<file path="src/rtl/pic_pkg.sv">
package pic_pkg;
   localparam int PRIO_W  = 4;
   localparam int GRP_W   = 16;
   localparam int DIS_BIT = 6;
   localparam logic [7:0] NO_IRQ = 8'h80;
   typedef logic [PRIO_W-1:0] prio_t;
endpackage

</file>
<file path="src/rtl/pic_capture.sv">
module pic_capture #(
   parameter int NUM_SRC = 32,
   localparam int IDX_W  = (NUM_SRC > 1) ? $clog2(NUM_SRC) : 1
) (
   input  logic               clk,
   input  logic               rst_n,
   input  logic [NUM_SRC-1:0] lines_i,
   input  logic               freeze_i,
   input  logic               ack_valid_i,
   input  logic [IDX_W-1:0]   ack_idx_i,
   output logic [NUM_SRC-1:0] pend_o
);
   logic [NUM_SRC-1:0] line_q;
   logic [NUM_SRC-1:0] pend_q;

   always_ff @(posedge clk or negedge rst_n) begin
      if (!rst_n) line_q <= '0;
      else        line_q <= lines_i;
   end

   for (genvar s = 0; s < NUM_SRC; s++) begin : g_src
      logic rise, clr;
      assign rise = lines_i[s] && !line_q[s] && !freeze_i;
      assign clr  = ack_valid_i && (ack_idx_i == IDX_W'(s));
      always_ff @(posedge clk or negedge rst_n) begin
         if (!rst_n)    pend_q[s] <= 1'b0;
         else if (rise) pend_q[s] <= 1'b1;
         else if (clr)  pend_q[s] <= 1'b0;
      end
   end

   assign pend_o = pend_q;

   assert_frozen_no_capture_R9: assert property (@(posedge clk) disable iff (!rst_n)
      $past(freeze_i) |-> ((pend_q & ~$past(pend_q)) == '0));

   assert_ack_clears_R7: assert property (@(posedge clk) disable iff (!rst_n)
      (ack_valid_i && !lines_i[ack_idx_i]) |=> !pend_q[$past(ack_idx_i)]);
endmodule

</file>
<file path="src/rtl/pic_arbiter.sv">
module pic_arbiter
   import pic_pkg::*;
#(
   parameter int NUM_SRC = 32,
   localparam int IDX_W  = (NUM_SRC > 1) ? $clog2(NUM_SRC) : 1
) (
   input  logic [NUM_SRC-1:0]             elig_i,
   input  logic [NUM_SRC-1:0][PRIO_W-1:0] prio_i,
   output logic                           win_valid_o,
   output logic [IDX_W-1:0]               win_idx_o
);
   prio_t best;

   always_comb begin
      best        = '1;
      win_valid_o = 1'b0;
      win_idx_o   = '0;
      for (int i = NUM_SRC - 1; i >= 0; i--) begin
         if (elig_i[i] && (!win_valid_o || prio_i[i] <= best)) begin
            win_valid_o = 1'b1;
            best        = prio_i[i];
            win_idx_o   = IDX_W'(i);
         end
      end
   end
endmodule

</file>
<file path="src/rtl/pic_claim.sv">
module pic_claim
   import pic_pkg::*;
#(
   parameter int NUM_SRC = 32,
   parameter int ADDR_W  = 6,
   parameter logic [PRIO_W-1:0] THR_INIT = 4'hF,
   localparam int IDX_W  = (NUM_SRC > 1) ? $clog2(NUM_SRC) : 1
) (
   input  logic               clk,
   input  logic               rst_n,
   input  logic [NUM_SRC-1:0] irq_lines,
   input  logic [ADDR_W-1:0]  bus_addr,
   input  logic               bus_wr,
   input  logic               bus_rd,
   input  logic [31:0]        bus_wdata,
   output logic [31:0]        bus_rdata,
   output logic               cpu_irq
);
   localparam int A_GRP0  = 0;
   localparam int A_GRP1  = 1;
   localparam int A_CFG0  = 2;
   localparam int A_IDX   = A_CFG0 + 32;
   localparam int A_LAST  = A_IDX + 1;
   localparam int A_THR   = A_IDX + 2;
   localparam int A_SAVE  = A_IDX + 3;
   localparam int A_GEN   = A_IDX + 4;
   localparam int A_FRZ   = A_IDX + 5;
   localparam int A_THR_M = A_IDX + 6;
   localparam int A_SAV_M = A_IDX + 7;

   if (NUM_SRC < 1 || NUM_SRC > 2 * GRP_W) begin : g_bad_src
      $error("pic_claim: NUM_SRC out of range");
   end
   if (A_SAV_M >= (1 << ADDR_W)) begin : g_bad_addr
      $error("pic_claim: ADDR_W too narrow for the register map");
   end

   prio_t [NUM_SRC-1:0] prio_q;
   logic  [NUM_SRC-1:0] dis_q;
   prio_t               thr_q, save_q;
   logic  [7:0]         last_q;
   logic                gen_q, frz_q, irq_q;

   logic [NUM_SRC-1:0] pend, elig;
   logic               win_valid;
   logic [IDX_W-1:0]   win_idx;
   logic               cfg_hit;
   logic [ADDR_W-1:0]  cfg_off;
   logic               claim_fire, ack_fire;
   logic               unused_wdata;

   assign unused_wdata = ^bus_wdata[31:GRP_W];

   assign cfg_off = bus_addr - ADDR_W'(A_CFG0);
   assign cfg_hit = (bus_addr >= ADDR_W'(A_CFG0)) && (cfg_off < ADDR_W'(NUM_SRC));

   // eligibility per source
   for (genvar s = 0; s < NUM_SRC; s++) begin : g_elig
      assign elig[s] = pend[s] && !dis_q[s] && (prio_q[s] < thr_q) && gen_q && !frz_q;
   end

   pic_capture #(.NUM_SRC(NUM_SRC)) u_capture (
      .clk         (clk),
      .rst_n       (rst_n),
      .lines_i     (irq_lines),
      .freeze_i    (frz_q),
      .ack_valid_i (ack_fire),
      .ack_idx_i   (last_q[IDX_W-1:0]),
      .pend_o      (pend)
   );

   pic_arbiter #(.NUM_SRC(NUM_SRC)) u_arbiter (
      .elig_i      (elig),
      .prio_i      (prio_q),
      .win_valid_o (win_valid),
      .win_idx_o   (win_idx)
   );

   assign claim_fire = bus_rd && (bus_addr == ADDR_W'(A_IDX)) && win_valid;
   assign ack_fire   = bus_wr && (bus_addr == ADDR_W'(A_THR)) && !last_q[7];

   // per-source configuration and shorthand aliases
   for (genvar s = 0; s < NUM_SRC; s++) begin : g_cfg
      localparam int GRP_ADDR = (s < GRP_W) ? A_GRP0 : A_GRP1;
      localparam int GRP_BIT  = s % GRP_W;
      always_ff @(posedge clk or negedge rst_n) begin
         if (!rst_n) begin
            prio_q[s] <= '0;
            dis_q[s]  <= 1'b1;
         end else if (bus_wr) begin
            if (bus_addr == ADDR_W'(A_CFG0 + s)) begin
               prio_q[s] <= bus_wdata[PRIO_W-1:0];
               dis_q[s]  <= bus_wdata[DIS_BIT];
            end else if (bus_addr == ADDR_W'(GRP_ADDR)) begin
               dis_q[s]  <= bus_wdata[GRP_BIT];
            end
         end
      end
   end

   // threshold, claim and global controls
   always_ff @(posedge clk or negedge rst_n) begin
      if (!rst_n) begin
         thr_q  <= THR_INIT;
         save_q <= '0;
         last_q <= NO_IRQ;
         gen_q  <= 1'b1;
         frz_q  <= 1'b0;
         irq_q  <= 1'b0;
      end else begin
         irq_q <= |elig;
         if (bus_wr) begin
            if (bus_addr == ADDR_W'(A_THR)) thr_q <= bus_wdata[PRIO_W-1:0];
            if (bus_addr == ADDR_W'(A_GEN)) gen_q <= bus_wdata[0];
            if (bus_addr == ADDR_W'(A_FRZ)) frz_q <= bus_wdata[0];
         end
         if (claim_fire) begin
            last_q <= 8'(win_idx);
            save_q <= thr_q;
            thr_q  <= '0;
         end
      end
   end

   assign cpu_irq = irq_q;

   // read mux
   logic [GRP_W-1:0] grp_lo, grp_hi;
   always_comb begin
      grp_lo = '1;
      grp_hi = '1;
      for (int s = 0; s < NUM_SRC; s++) begin
         if (s < GRP_W) grp_lo[s]         = dis_q[s];
         else           grp_hi[s - GRP_W] = dis_q[s];
      end
   end

   always_comb begin
      bus_rdata = '0;
      if (cfg_hit) begin
         bus_rdata[PRIO_W-1:0] = prio_q[cfg_off[IDX_W-1:0]];
         bus_rdata[DIS_BIT]    = dis_q[cfg_off[IDX_W-1:0]];
      end else begin
         case (bus_addr)
            ADDR_W'(A_GRP0):  bus_rdata[GRP_W-1:0]  = grp_lo;
            ADDR_W'(A_GRP1):  bus_rdata[GRP_W-1:0]  = grp_hi;
            ADDR_W'(A_IDX):   bus_rdata[7:0]        = win_valid ? 8'(win_idx) : NO_IRQ;
            ADDR_W'(A_LAST):  bus_rdata[7:0]        = last_q;
            ADDR_W'(A_THR),
            ADDR_W'(A_THR_M): bus_rdata[PRIO_W-1:0] = thr_q;
            ADDR_W'(A_SAVE),
            ADDR_W'(A_SAV_M): bus_rdata[PRIO_W-1:0] = save_q;
            ADDR_W'(A_GEN):   bus_rdata[0]          = gen_q;
            ADDR_W'(A_FRZ):   bus_rdata[0]          = frz_q;
            default:          bus_rdata             = '0;
         endcase
      end
   end

   assert_claim_closes_R5: assert property (@(posedge clk) disable iff (!rst_n)
      claim_fire |=> (thr_q == '0) && (last_q == 8'($past(win_idx))) && (save_q == $past(thr_q)));

   assert_winner_eligible_R4: assert property (@(posedge clk) disable iff (!rst_n)
      win_valid |-> pend[win_idx] && !dis_q[win_idx]);

   assert_winner_below_thr_R3: assert property (@(posedge clk) disable iff (!rst_n)
      win_valid |-> (prio_q[win_idx] < thr_q));

   assert_irq_needs_pending_R11: assert property (@(posedge clk) disable iff (!rst_n)
      $rose(cpu_irq) |-> $past(|pend));

   assert_gen_off_drops_R8: assert property (@(posedge clk) disable iff (!rst_n)
      !gen_q |=> !cpu_irq);
endmodule

</file>
<file path="config.mk">
export PLATFORM = sky130hd
export DESIGN_NAME = pic_claim
export DESIGN_NICKNAME = d
export VERILOG_FILES = /design/src/rtl/pic_pkg.sv /design/src/rtl/pic_capture.sv /design/src/rtl/pic_arbiter.sv /design/src/rtl/pic_claim.sv
export SDC_FILE = /design/constraint.sdc
export NUM_CORES = 1
export LEC_CHECK = 0
export BUFFER_PORTS_ARGS = -buffer_cell sky130_fd_sc_hd__clkbuf_2
export CAP_MARGIN = 5
export CELL_PAD_IN_SITES_DETAIL_PLACEMENT = 0
export CELL_PAD_IN_SITES_GLOBAL_PLACEMENT = 1
export CORE_UTILIZATION = 43
export CTS_CLUSTER_SIZE = 16
export DETAILED_ROUTE_END_ITERATION = 10
export GPL_ROUTABILITY_DRIVEN = 1
export HOLD_SLACK_MARGIN = 0.02
export PLACE_DENSITY_LB_ADDON = 0.1
export SETUP_SLACK_MARGIN = 0.5
export SLEW_MARGIN = 20
export SYNTH_ARGS = -nofsm -noshare
export SYNTH_HDL_FRONTEND = slang
export SYNTH_SLANG_ARGS = --single-unit
</file>
<file path="constraint.sdc">
create_clock -name clk -period 68 [get_ports clk]
set_input_delay 13.6 -clock clk [delete_from_list [all_inputs] [get_ports clk]]
set_output_delay 13.6 -clock clk [all_outputs]
set_load 0.1 [all_outputs]
</file>
=== Word-level counts from Yosys, hierarchy flattened ===
Cells that the tools add are included.

* Input bits: 74
* Register bits: 241

* $lt $le $gt $ge: 66
* Multiplexer cells: 239
* Equality and inequality tests: 72
* Reduce and logical (&&, ||, !) cells: 526
* $add $sub $neg: 1

{| class="wikitable"
|+ Operator list
! cell !! number
|-
| $logic_and 1x1->1 || 260
|-
| $mux 1 || 162
|-
| $mux 5 || 32
|-
| $mux 4 || 36
|-
| $reduce_and 2->1 || 67
|-
| $reduce_bool 2->1 || 66
|-
| $lt 4x4->1 || 32
|-
| $le 4x4->1 || 31
|-
| $logic_not 1->1 || 97
|-
| $eq 6x5->1 const B || 16
|-
| $eq 5x5->1 const B || 16
|-
| $eq 6x6->1 const B || 10
|-
| $eq 6x4->1 const B || 8
|-
| $eq 5x4->1 const B || 8
|-
| $reduce_or 32->1 || 1
|-
| $logic_or 1x1->1 || 31
|-
| $eq 6x3->1 const B || 4
|-
| $bmux 4 s5 || 1
|-
| $eq 5x3->1 const B || 4
|-
| $pmux 3 s6 || 1
|-
| $pmux 4 s4 || 1
|-
| $pmux 8 s2 || 1
|-
| $eq 6x2->1 const B || 2
|-
| $eq 5x2->1 const B || 2
|-
| 14 further kinds || 15
|}

=== Logic depth before layout (Yosys ltp) ===
* Depth in word-level cells: 133
* Mapped depth: 289

=== Hierarchy ===
A second synthesis with hierarchy kept.

* Cell total of the unflattened synthesis: 2327
* Area total of the unflattened synthesis: 21136.5 µm²

{| class="wikitable"
|+ By module, submodules not included
! module !! area an instance (µm²) !! instances !! seq. area each (µm²) !! cells each
|-
| pic_claim || 11977.7 || 1 || 4476.8 || 1104
|-
| pic_arbiter || 6919.1 || 1 || 0.0 || 1015
|-
| pic_capture || 2239.6 || 1 || 1601.5 || 208
|}

=== Worst setup path after synthesis ===
Ideal clock, no wire load.

* Path kind: register to output
* Start: reg thr_q[1]
* End: out bus_rdata[4]
* Stages on the path, launching flop included: 265
* Buffers on the path: 9
* Arrival: 49.334 ns
* Path slack: 5.066 ns
* Path through: dfstp_2 > inv_1 > ha_1 > a211o_1 > a21o_1 > nor2_1 > ha_1 > nor2b_1 > a311o_1 > a31oi_1 > o21ai_0 > mux2_2 > ha_1 > a21oi_1 > a31oi_1 > o21ai_0 > a221o_1 > a21oi_1 > (+229 left out) > a41o_1 > o21a_1 > clkbuf_1 > nor2_1 > a2bb2oi_1 > o31ai_1 > ha_1 > nor2b_1 > o21ai_0 > nand2b_1 > a21oi_1 > a41o_1 > o21a_1 > nor2_1 > nand2_1 > nor2_1 > nand4bb_1 > o22ai_1

* Word-level cells in the longest chain between the ends: 132
* Elaborated cells on any way between the ends: 350
* Those cells by class: order compare: 63; mux: 98; reduce/logical: 189

{| class="wikitable"
|+ Ends and longest elaborated chain
! element !! line !! text
|-
| start, declared || pic_claim.sv:40 || <nowiki>prio_t thr_q, save_q;</nowiki>
|-
| start signal, assigned || pic_claim.sv:113 || <nowiki>if (bus_addr == ADDR_W'(A_THR)) thr_q <= bus_wdata[PRIO_W-1:0];</nowiki>
|-
| $lt 4x4->1 || pic_claim.sv:59 || <nowiki>assign elig[s] = pend[s] && !dis_q[s] && (prio_q[s] < thr_q) && gen_q && !frz_q;</nowiki>
|-
| $logic_and 1x1->1 (3 in series) || pic_claim.sv:59 ||
|-
| $mux 4 or $mux 1 (tied branches) || pic_arbiter.sv:19 || <nowiki>if (elig_i[i] && (!win_valid_o || prio_i[i] <= best)) begin</nowiki>
|-
| $le 4x4->1 or $logic_not 1->1 (tied branches) || pic_arbiter.sv:19 ||
|-
| $logic_or 1x1->1 || pic_arbiter.sv:19 ||
|-
| $logic_and 1x1->1 || pic_arbiter.sv:19 ||
|-
| $mux 4 or $mux 1 (tied branches) || pic_arbiter.sv:19 ||
|-
| $le 4x4->1 or $logic_not 1->1 (tied branches) || pic_arbiter.sv:19 ||
|-
| (+114 left out) || -- ||
|-
| $mux 4 or $mux 1 (tied branches) || pic_arbiter.sv:19 ||
|-
| $le 4x4->1 or $logic_not 1->1 (tied branches) || pic_arbiter.sv:19 ||
|-
| $logic_or 1x1->1 || pic_arbiter.sv:19 ||
|-
| $logic_and 1x1->1 || pic_arbiter.sv:19 ||
|-
| $mux 5 or $mux 1 (tied branches) || pic_arbiter.sv:19 ||
|-
| $mux 8 (*) || pic_claim.sv:147 || <nowiki>ADDR_W'(A_IDX): bus_rdata[7:0] = win_valid ? 8'(win_idx) : NO_IRQ;</nowiki>
|-
| $pmux 4 s4 (*) || pic_claim.sv:144 || <nowiki>case (bus_addr)</nowiki>
|-
| $mux 2 (*) || pic_claim.sv:140 || <nowiki>if (cfg_hit) begin</nowiki>
|-
| end, declared || pic_claim.sv:16 || <nowiki>output logic [31:0] bus_rdata,</nowiki>
|}

Mark *: on every way between the ends. The rest lies on a longest branch, timed or not.

=== Worst setup path after layout ===
* Start: reg gen_q
* End: out bus_rdata[4]

* Word-level cells in the longest chain between the ends: 130
* Elaborated cells on any way between the ends: 286
* Those cells by class: order compare: 31; mux: 98; reduce/logical: 157

{| class="wikitable"
|+ Ends and longest elaborated chain
! element !! line !! text
|-
| start, declared || pic_claim.sv:42 || <nowiki>logic gen_q, frz_q, irq_q;</nowiki>
|-
| start signal, assigned || pic_claim.sv:114 || <nowiki>if (bus_addr == ADDR_W'(A_GEN)) gen_q <= bus_wdata[0];</nowiki>
|-
| $logic_and 1x1->1 (2 in series) || pic_claim.sv:59 ||
|-
| $mux 4 or $mux 1 (tied branches) || pic_arbiter.sv:19 ||
|-
| $le 4x4->1 or $logic_not 1->1 (tied branches) || pic_arbiter.sv:19 ||
|-
| $logic_or 1x1->1 || pic_arbiter.sv:19 ||
|-
| $logic_and 1x1->1 || pic_arbiter.sv:19 ||
|-
| $mux 4 or $mux 1 (tied branches) || pic_arbiter.sv:19 ||
|-
| $le 4x4->1 or $logic_not 1->1 (tied branches) || pic_arbiter.sv:19 ||
|-
| $logic_or 1x1->1 || pic_arbiter.sv:19 ||
|-
| (+113 left out) || -- ||
|-
| $mux 4 or $mux 1 (tied branches) || pic_arbiter.sv:19 ||
|-
| $le 4x4->1 or $logic_not 1->1 (tied branches) || pic_arbiter.sv:19 ||
|-
| $logic_or 1x1->1 || pic_arbiter.sv:19 ||
|-
| $logic_and 1x1->1 || pic_arbiter.sv:19 ||
|-
| $mux 5 or $mux 1 (tied branches) || pic_arbiter.sv:19 ||
|-
| $mux 8 (*) || pic_claim.sv:147 ||
|-
| $pmux 4 s4 (*) || pic_claim.sv:144 ||
|-
| $mux 2 (*) || pic_claim.sv:140 ||
|}

Marked as above.

==> results.yml <==
outcome:
  status: "finished, final reports clean"
synth:
  synth_area_um2: 21100
  synth_area_per_cell_um2: 9.12
  synth_seq_cells: 241
  yosysTopAreaCell: "dfrtp_1"
  yosys_warnings: 0
  seq_area_frac_synth_pct: 28.8
  synth_area_leaders: "dfrtp_1 24%, ha_1 12%, mux2_2 7.2%, mux4_2 5.3%, dfstp_2 4.7%"
  synth_cell_types: 99
  synthArstFlopShare_pct: 100
  netlist.area_leader.share_pct: 24.1
  synth_edf_count: 0
  syn_inst: 2312
  ys.flop_type: "dfrtp_1"
sta:
  hold_viol_final: 0
  period_share_pct: 94.8
  fin_crit_ns: 64.49
  setup_viol: 0
  slew_violations: 0
  rsz0062_at_grt: "false"
  finalSetupTns_ns: 0
  tightestPinTransition_ns: 1.18
  max_freq_mhz: 15.5
  clock_skew_ns: 0.0206
  relSlewSlack_pct: 20.9
setup_path:
  cp_slowest_cell: "dfstp_2"
  cp_data_required_time_ns: 54.40
  worst_setup_path_end_kind: "output pin"
  max_stage_delay_ns: 0.60
  arrival_ns: 50.89
  cp_max_fo: 15
  crit_path_frequent_cell: "ha_1"
  start_kind: "flop"
  criticalPathCategory: "flop to output pin"
power:
  irDropWorstVdd_uv: 31.0
  switchingPower_w: 0.000430
  clkPwrFrac_pct: 19.6
  comb_power_share_pct: 59.0
  p_seq_share_pct: 21.4
  leakage_nw: 10.7
  p_per_area_nw_per_um2: 39.2
  switching_share_pct: 45.9
  p_int_w: 0.000506
die:
  core-area_um2: 48000
  die_x_um: 223
  initial_utilization_pct: 43.9
  die-height_um: 223
  ios: 107
  dieArea_um2: 49900
  rows: 80
cells_and_area:
  drive_above_1_share_pct: 22.1
  syn2layout_area_growth_pct: 13.5
  most-common-layout-cells: "239 x nand2_1, 203 x dfrtp_1, 199 x ha_1"
  fin_util_pct: 49.8
  layout_commonest_cell: "nand2_1"
  final_area_um2: 23900
  fillers: 4593
  final_net_count: 2666
clocking:
  clockBufferDepth: 3
  clock_latency_ns: 0.60
  cts_tree: "yes"
  clk_pin_slew_worst_paths_ns: 0.06
  clock_sinks: 241
  cts_hold_buffers: 0
  cts-root-buf: "clkbuf_16"
  cts_buffers: 30
  htree_levels: 1
routing:
  routed_wl_mm: 78.6
  drcViolationCount: 0
  first_pass_iters: 6
  vias: 19200
  ant_nets: 0
  wire_per_inst_um: 25.9
  viasPerCell: 6.34
  first_iter_violations: 1724
placement:
  post_dp_cell_area_um2: 22200
  gp_congestion: 0.960
  hpwlAfterDp_mm: 59.3
  port_buffers: 74
min_path:
  hold_path_class: "flop to flop"
global_route:
  grt_max_degree: 119
  grt_pass1_vias: 18600
  grt_pass1_wl_mm: 118
  grt.overflow.total: 0
  antenna_found_initial: 2
  grtUsageTotal_pct: 31.3
job:
  maxCapViolations: 0
-- state kept, by name, indices dropped and copies added (netlist names) --
| name | count |
|---|---|
| save_q | 4 |
| cpu_irq | 1 |
| thr_q | 4 |
| last_q | 6 |
| dis_q | 32 |
| prio_q | 128 |
| u_capture.line_q | 32 |
| gen_q | 1 |
| frz_q | 1 |
| u_capture.pend_o | 32 |
-- Yosys cell counts, types with 19 or more instances --
cell type    n
a21boi_0    26
a21o_1      47
a21oi_1    114
a22o_1      35
a31oi_1     29
buf_4       19
clkbuf_1    67
dfrtp_1    203
dfstp_2     38
ha_1       199
inv_1      118
mux2_2     135
mux2i_1     55
mux4_2      50
nand2_1    241
nand2b_1    71
nand3_1     63
nor2_1     176
nor2b_1     27
nor3_1      32
o211ai_1    28
o21a_1      34
o21ai_0    134
-- cell type report --
type / instances / area [um2] / share of cell area (%)
multi-input combinational: 1867 / 14600 / 60.9
inverter: 118 / 443 / 1.85
clock buffer: 38 / 841 / 3.52
clock inverter: 18 / 293 / 1.22
antenna: 1 / 2.50 / 0.0105
sequential: 241 / 6080 / 25.4
timing repair buffer: 135 / 916 / 3.83
tap: 615 / 769 / 3.22
-- path summary, 6_finish.rpt --
check                      slack, ns       from  cells past startpoint              endpoint
setup / recovery                3.51      gen_q                    263          bus_rdata[4]
hold / removal                  0.49  save_q[0]                      2             save_q[0]
setup reg to reg               17.69      gen_q                    263             last_q[4]
hold reg to reg                 0.49  save_q[0]                      2             save_q[0]
max in group asynchronous      52.60      rst_n                      3  u_capture.pend_o[13]
min in group asynchronous      13.13      rst_n                      1  u_capture.line_q[28]
-- power groups by stage --
stage / registers, W / logic, W / clock network [W]
after global placement: 0.000201 / 0.000503 / 0
after global routing: 0.000202 / 0.000612 / 0.000193
after CTS: 0.000199 / 0.000518 / 0.000187
after floorplan: 0.000185 / 0.000377 / 0
after detailed placement: 0.000201 / 0.000514 / 0
final: 0.000200 / 0.000552 / 0.000184
-- cell families after synthesis --
family / after synthesis / synth area share [%]
AND/OR/NAND/NOR: 732 / 16.9
AO/OA/AOI/OAI: 664 / 22.3
XOR/XNOR: 13 / 0.540
flip-flops: 241 / 28.8
other: 1 / 0.0178
buffers and inverters: 220 / 4.31
adder cells (fa/ha/maj): 201 / 11.9
multiplexers: 240 / 15.2
-- per-stage QoR --
stage / instances / hold slack [ns] / worst slack, ns / total power, W
2_1_floorplan: 2327 / 0.446 / 5.07 / 0.000562
3_3_place_gp: 2957 / 0.460 / 0.737 / 0.000704
3_5_place_dp: 2957 / 0.471 / 0.0941 / 0.000715
4_1_cts: 3013 / 0.486 / 0.515 / 0.000904
5_1_grt: 3032 / 0.515 / 0.323 / 0.00101
6_report: 3033 / 0.486 / 3.51 / 0.000936
-- layer usage --
metal	GRT usage [%]	routed length, um
met1	43.0	34700
met2	49.9	35500
met3	3.44	4580
met4	13.2	3910
met5	0	0
-- worst max-delay path, delay by kind of cell (launching register included) --
kind                     cells  cell delay, ns
buffers and inverters       25            3.32
AND/OR/NAND/NOR             58            7.99
AO/OA/AOI/OAI              140           26.60
adder cells (fa/ha/maj)     33            9.20
flip-flops                   1            0.60
multiplexers                 7            2.51
-- what timing repair did --
| item | in CTS | in global routing |
|---|---|---|
| resized for setup | 12 | 78 |
| pin swaps | 0 | 21 |
| endpoints found under the setup margin | 5 | 5 |
| buffers inserted | 0 | 18 |
| cloned | 0 | 1 |
Note: power is estimated with default switching activity, not from simulation.
